===== src/rtl/can_fc_pkg.sv =====
package can_fc_pkg;

    // Counter widths and code width
    localparam int TEC_BITS  = 9;
    localparam int REC_BITS  = 8;
    localparam int CODE_BITS = 3;

    // Fault-confinement thresholds and steps
    localparam int WARN_AT      = 96;
    localparam int PASSIVE_OVER = 127;
    localparam int BUSOFF_OVER  = 255;
    localparam int TX_STEP      = 8;
    localparam int RX_STEP      = 1;

    // Error-type encoding of the code field
    typedef enum logic [CODE_BITS-1:0] {
        EC_NONE  = 3'd0,
        EC_STUFF = 3'd1,
        EC_FORM  = 3'd2,
        EC_ACK   = 3'd3,
        EC_BIT_R = 3'd4,
        EC_BIT_D = 3'd5,
        EC_CRC   = 3'd6,
        EC_SWMARK = 3'd7
    } err_code_e;

    // Decoded status flags
    typedef struct packed {
        logic warn;
        logic passive;
        logic bus_off;
    } fc_flags_t;

    // Source selected for the code field
    typedef enum logic [1:0] {
        CS_KEEP,
        CS_HW,
        CS_CLEAR,
        CS_SW
    } code_src_e;

    function automatic code_src_e pick_code_src(input logic hw, input logic ok, input logic sw);
        if (hw)      return CS_HW;
        else if (ok) return CS_CLEAR;
        else if (sw) return CS_SW;
        return CS_KEEP;
    endfunction

endpackage


===== src/rtl/fc_err_counter.sv =====
module fc_err_counter #(
    parameter int W        = 8,
    parameter int STEP     = 1,
    parameter bit SATURATE = 1
) (
    input  logic         clk,
    input  logic         rst,
    input  logic         clr,
    input  logic         hold,
    input  logic         bump,
    input  logic         drop,
    output logic [W-1:0] cnt
);
    localparam logic [W:0] MAXV  = {1'b0, {W{1'b1}}};
    localparam logic [W:0] STEPV = (W+1)'(STEP);

    logic [W:0]   sum;
    logic [W-1:0] bumped;

    assign sum = {1'b0, cnt} + STEPV;

    generate
        if (SATURATE) begin : g_sat
            assign bumped = (sum > MAXV) ? MAXV[W-1:0] : sum[W-1:0];
        end else begin : g_wrap
            assign bumped = sum[W-1:0];
        end
    endgenerate

    always_ff @(posedge clk) begin
        if (rst || clr) begin
            cnt <= '0;
        end else if (!hold) begin
            if (bump)
                cnt <= bumped;
            else if (drop && (cnt != '0))
                cnt <= cnt - 1'b1;
        end
    end

    AST_CNT_FLOOR: assert property (@(posedge clk) disable iff (rst)
        (cnt == '0 && drop && !bump && !clr) |=> (cnt == '0));

    AST_CNT_BUMP_WINS: assert property (@(posedge clk) disable iff (rst)
        (bump && drop && !hold && !clr && cnt != '0) |=> (cnt != $past(cnt) - 1'b1));

endmodule


===== src/rtl/fc_state_decode.sv =====
module fc_state_decode
    import can_fc_pkg::*;
#(
    parameter int TW = TEC_BITS,
    parameter int RW = REC_BITS,
    parameter int WARN_LIM = WARN_AT,
    parameter int PASS_LIM = PASSIVE_OVER,
    parameter int BOFF_LIM = BUSOFF_OVER
) (
    input  logic [TW-1:0] tec,
    input  logic [RW-1:0] rec,
    output fc_flags_t     flags
);
    localparam logic [TW-1:0] T_WARN = TW'(WARN_LIM);
    localparam logic [TW-1:0] T_PASS = TW'(PASS_LIM);
    localparam logic [TW-1:0] T_BOFF = TW'(BOFF_LIM);
    localparam logic [RW-1:0] R_WARN = RW'(WARN_LIM);
    localparam logic [RW-1:0] R_PASS = RW'(PASS_LIM);

    always_comb begin
        flags.warn    = (tec >= T_WARN) || (rec >= R_WARN);
        flags.passive = (tec >  T_PASS) || (rec >  R_PASS);
        flags.bus_off = (tec >  T_BOFF);
    end

endmodule


===== src/rtl/fc_code_reg.sv =====
module fc_code_reg
    import can_fc_pkg::*;
#(
    parameter int CW = CODE_BITS
) (
    input  logic          clk,
    input  logic          rst,
    input  logic          hw_stb,
    input  logic [CW-1:0] hw_code,
    input  logic          ok_stb,
    input  logic          sw_wr,
    input  logic [CW-1:0] sw_code,
    output logic [CW-1:0] code
);
    code_src_e src;

    always_comb src = pick_code_src(hw_stb, ok_stb, sw_wr);

    always_ff @(posedge clk) begin
        if (rst) begin
            code <= '0;
        end else begin
            unique case (src)
                CS_HW:    code <= hw_code;
                CS_CLEAR: code <= '0;
                CS_SW:    code <= sw_code;
                default:  code <= code;
            endcase
        end
    end

    AST_CODE_HOLD: assert property (@(posedge clk) disable iff (rst)
        (!hw_stb && !ok_stb && !sw_wr) |=> $stable(code));

endmodule


===== src/rtl/can_fault_tracker.sv =====
module can_fault_tracker
    import can_fc_pkg::*;
#(
    parameter int TW = TEC_BITS,
    parameter int RW = REC_BITS,
    parameter int CW = CODE_BITS
) (
    input  logic          clk,
    input  logic          rst,
    input  logic          err_stb,
    input  logic          err_on_tx,
    input  logic [CW-1:0] err_code,
    input  logic          tx_ok,
    input  logic          rx_ok,
    input  logic          recover,
    input  logic          sw_wr,
    input  logic [CW-1:0] sw_code,
    output logic [TW-1:0] tec,
    output logic [RW-1:0] rec,
    output logic          warn,
    output logic          passive,
    output logic          bus_off,
    output logic [CW-1:0] last_code
);
    fc_flags_t flags;
    logic      frozen;
    logic      tx_err, rx_err;

    assign frozen = flags.bus_off;
    assign tx_err = err_stb &&  err_on_tx;
    assign rx_err = err_stb && !err_on_tx;

    fc_err_counter #(.W(TW), .STEP(TX_STEP), .SATURATE(1'b0)) u_tec (
        .clk(clk), .rst(rst), .clr(recover), .hold(frozen),
        .bump(tx_err), .drop(tx_ok), .cnt(tec)
    );

    fc_err_counter #(.W(RW), .STEP(RX_STEP), .SATURATE(1'b1)) u_rec (
        .clk(clk), .rst(rst), .clr(recover), .hold(frozen),
        .bump(rx_err), .drop(rx_ok), .cnt(rec)
    );

    fc_state_decode #(.TW(TW), .RW(RW)) u_dec (
        .tec(tec), .rec(rec), .flags(flags)
    );

    fc_code_reg #(.CW(CW)) u_code (
        .clk(clk), .rst(rst), .hw_stb(err_stb), .hw_code(err_code),
        .ok_stb(tx_ok || rx_ok), .sw_wr(sw_wr), .sw_code(sw_code),
        .code(last_code)
    );

    assign warn    = flags.warn;
    assign passive = flags.passive;
    assign bus_off = flags.bus_off;

    AST_TX_STEP: assert property (@(posedge clk) disable iff (rst)
        (tx_err && !recover && !bus_off) |=> (tec == $past(tec) + TW'(TX_STEP)));
    AST_PASSIVE_WARN: assert property (@(posedge clk) disable iff (rst)
        passive |-> warn);
    AST_BUSOFF_HOLD: assert property (@(posedge clk) disable iff (rst)
        (bus_off && !recover) |=> ($stable(tec) && $stable(rec)));
    AST_RECOVER_CLEAR: assert property (@(posedge clk) disable iff (rst)
        recover |=> (tec == '0 && rec == '0));
    AST_CODE_HW: assert property (@(posedge clk) disable iff (rst)
        err_stb |=> (last_code == $past(err_code)));
    AST_CODE_CLEAR: assert property (@(posedge clk) disable iff (rst)
        (!err_stb && (tx_ok || rx_ok)) |=> (last_code == '0));
    AST_SW_LOAD: assert property (@(posedge clk) disable iff (rst)
        (sw_wr && !err_stb && !tx_ok && !rx_ok) |=> (last_code == $past(sw_code)));

endmodule


===== config.mk =====
export PLATFORM = sky130hd
export DESIGN_NAME = can_fault_tracker
export DESIGN_NICKNAME = d
export VERILOG_FILES = /design/src/rtl/can_fc_pkg.sv /design/src/rtl/fc_err_counter.sv /design/src/rtl/fc_state_decode.sv /design/src/rtl/fc_code_reg.sv /design/src/rtl/can_fault_tracker.sv
export SDC_FILE = /design/constraint.sdc
export NUM_CORES = 1
export LEC_CHECK = 0
export BUFFER_PORTS_ARGS = -buffer_cell sky130_fd_sc_hd__buf_2
export CORE_ASPECT_RATIO = 1.75
export CORE_MARGIN = 2
export CORE_UTILIZATION = 48
export CTS_CLUSTER_SIZE = 28
export DETAILED_ROUTE_END_ITERATION = 16
export PLACE_DENSITY = 0.75
export REMOVE_ABC_BUFFERS = 1
export SLEW_MARGIN = 10
export SYNTH_ARGS = -nofsm -noshare
export SYNTH_HDL_FRONTEND = slang
export SYNTH_HIERARCHICAL = 1
export SYNTH_SLANG_ARGS = --single-unit

===== constraint.sdc =====
create_clock -name clk -period 2 [get_ports clk]
set_clock_uncertainty 0.05 [all_clocks]
set_input_delay 0.4 -clock clk [delete_from_list [all_inputs] [get_ports clk]]
set_output_delay 0.4 -clock clk [all_outputs]
set_load 0.01 [all_outputs]

==> flow_summary_export.csv <==
group,metric,value,unit
power_and_ir_drop,p_leak,0.952,nW
synth,synth_compound_area_share,28.3,%
clock_tree,clk_pin_slew,80,ps
drt,routed_wl,4.81,mm
synth,syn_area,0.00156,mm²
synth,synth-seq-cells,20,
floorplan,rows,27,
placed_design,place_hpwl,3.59,mm
synth,yosysWarnings,6,
critical_path,cp-start-kind,"flop",
clock_tree,cts_tree,"yes",
global_route,antenna_found_initial,0,
timing,worst_pin_slew,598,ps
clock_tree,cts-root-buf,"clkbuf_8",
run_status,status,"finished with violations",
critical_path,slowest_stage,"or4_4",
critical_path,cp_cell_sequence,"inv_2, ha_4, or4b_4, or4_4, and4_1, mux2i_1",
synth,synth_mux_area_share,2.57,%
drt,dr.first_iter.drc_count,81,
synth,synth-simple-area-share,28.9,%
floorplan,die_h,79.4,µm
drt,drc,0,
timing,slew_headroom,60.1,%
power_and_ir_drop,power_density,737,mW/mm²
synth,yosysUniqueCellTypes,60,
global_route,grt_pass1_vias,1677,
timing,layout_min_cycle_time,2000,ps
clock_tree,cts_sinks,20,
timing,setup_viol,1,
global_route,grt_use_met1,28.3,%
placed_design,routabilityCongestion,0.906,
synth,yosysSeqAreaShare,25.7,%
timing,timing.final.ws_setup,-0.592,ps
finish,area_growth,33.4,%
finish,finalNetCount,274,
power_and_ir_drop,ir_drop,0.391,mV
global_route,grt_pass1_wl,7.49,mm
drt,first_pass_iters,4,
critical_path,crit_type,"reg -> reg",
placed_design,dp_cells,286,
synth,synth_xor_area_share,1.12,%
global_route,busiest_layer,"met2",
clock_tree,numCtsBuffers,3,
synth,synth-main-ff-cell,"dfxtp_1",
drt,post_drt_via_cell_ratio,6.17,
power_and_ir_drop,power,1.53,mW
drt,vias,1819,
timing,hold_viol,0,
global_route,grt_max_degree,14,
clock_tree,clockBufferDepth,2,
critical_path,crit_arrival,2100,ps
synth,synth_edf_count,0,
clock_tree,holdBufCountCts,0,
finish,diodes,0,
drt,routedWlPerCell,16.3,µm
critical_path,endpoint_kind,"flop",
floorplan,io_pins,37,
floorplan,die_x,47.1,µm
global_route,grt.overflow.total,0,
synth,syn-instance-count,190,
finish,fin_area,0.00208,mm²
timing,slew_viol_final,0,
critical_path,slowest_delay,550,ps
floorplan,start_util,49.6,%
worst_hold_path,hold_path.class,"in -> reg",
placed_design,post_dp_cell_area,0.00194,mm²
timing,holdWs,356,ps
floorplan,dieArea,0.00374,mm²
clock_tree,h-tree-depth,1,
synth,synth_top_family_by_area,"simple AND/OR/NAND/NOR gates",
synth,synthArstFlopShare,0,%
floorplan,core,0.00314,mm²
global_route,use_met2,48.8,%
finish,instances_no_fill,295,
synth,syn_avg_cell_area,8.21,µm²
run,cap_violations,0,
timing,rsz0062_at_grt,"yes",
placed_design,numPortBuffers,36,
timing,fmax,500,MHz
run_status,violations,"setup timing",
critical_path,cp_max_fo,8,
global_route,grtUsageTotal,26.7,%
critical_path,required,2100,ps
synth,synth_fa_ha_area_share,5.62,%
timing,period_share,100,%
clock_tree,clk_latency,260,ps
drt,detail-route-antenna-nets,0,
timing,final.setup.tns,-0.592,ps
finish,drive_gt1_share,39.3,%
global_route,met3_usage,2.94,%
## cells in the final DEF (no fill, tap or decap), types with 3 or more instances in the layout
| cell | count |
|---|---|
| a21oi_1 | 9 |
| a221oi_1 | 3 |
| a31oi_1 | 4 |
| and3_1 | 3 |
| buf_2 | 36 |
| buf_4 | 34 |
| clkbuf_8 | 3 |
| dfxtp_1 | 19 |
| ha_1 | 6 |
| inv_1 | 10 |
| mux2i_1 | 4 |
| nand2_1 | 14 |
| nand3_1 | 4 |
| nand4_1 | 6 |
| nor2_1 | 12 |
| nor3_1 | 3 |
| nor4_1 | 3 |
| nor4b_1 | 3 |
| o21ai_0 | 5 |
| o21ai_1 | 7 |
| o31ai_1 | 6 |
| or3_1 | 4 |
## worst max-delay path, delay by kind of cell (launching register included)
family,cells,cell delay (ps)
buf+inv,1,70
flops,1,330
fa+ha+maj,1,130
mux,1,110
simple gates,3,1210
## metrics by stage
step	util [%]	setup slack, ps
3_5_place_dp	61.8	-272
6_report	66.2	-0.592
3_3_place_gp	61.8	-252
4_1_cts	65.1	-56.4
5_1_grt	66.2	-49.5
2_1_floorplan	-	-180
## cells by family after synthesis
group / after synthesis
and+or+nand+nor: 73
muxes: 4
xor gates and xnor gates: 2
DFF: 20
adders and majority gates: 7
buffers and inverters: 25
AOI/OAI and AO/OA: 59
## area by class of cell
class | count | area, µm²
clock inverter | 1 | 30.0
fill | 279 | 1060
clock buffer | 3 | 41.3
inverter | 12 | 45.0
tap | 43 | 53.8
timing repair buffer | 71 | 447
multi-input combinational | 145 | 1060
sequential | 20 | 402
## repair_timing
action / CTS / global route
buffers inserted: 2 / 3
gates resized for setup: 6 / 2
setup endpoints to repair: 5 / 6
pin swaps: 3 / 5
## synth_stat cells (all sizes together), types with 2 or more instances
library cell	number	area share (%)
mux2i	4	2.6
a31oi	4	1.6
o21ai	12	3.9
o21a	2	0.96
nand2	14	3.4
nor2	13	3.6
a21oi	9	2.9
o21bai	2	0.96
inv	12	2.9
or3	6	2.8
or4b	2	1.5
dfxtp	20	26
nand3	4	1.3
clkbuf	3	0.72
and3	3	1.2
a221oi	3	1.7
a211oi	3	1.8
nor2b	2	0.80
xor2	2	1.1
buf	9	3.6
nor3	3	0.96
a311oi	2	1.1
and4	2	1.1
nand4	6	2.4
or4	4	2.4
nor4b	3	1.7
o31a	2	1.2
ha	7	5.6
a41o	3	2.1
a41oi	2	1.1
nor4	5	2.8
o31ai	6	2.9
or2	3	1.2
## power breakdown
part           internal, mW  switching (mW)  leakage (nW)
clock network         0.267           0.139        0.0357
registers             0.431          0.0273         0.163
logic                 0.321           0.347         0.753
total                  1.02           0.513         0.952
## routing by layer
layer  vias up  share of wire, %
li1        852                 -
met1       879                37
met2        72                56
met3        16               3.8
met4         0               3.4
met5         -                 0
## final timing paths
kind	cells past startpoint	slack, ps	startpoint	to
setup / recovery	6	-0.6	u_tec/cnt[0]	u_tec/cnt[2]
hold / removal	3	360	err_code[0]	u_code/code[0]
setup reg to reg	6	-0.6	u_tec/cnt[0]	u_tec/cnt[2]
hold reg to reg	2	500	u_code/code[0]	u_code/code[0]
## sequential cells by signal, indices dropped and copies added, names as in the netlist
name         flops
u_tec/cnt        9
u_rec/cnt        8
u_code/code      3
Power figures use the tool's default switching activity.
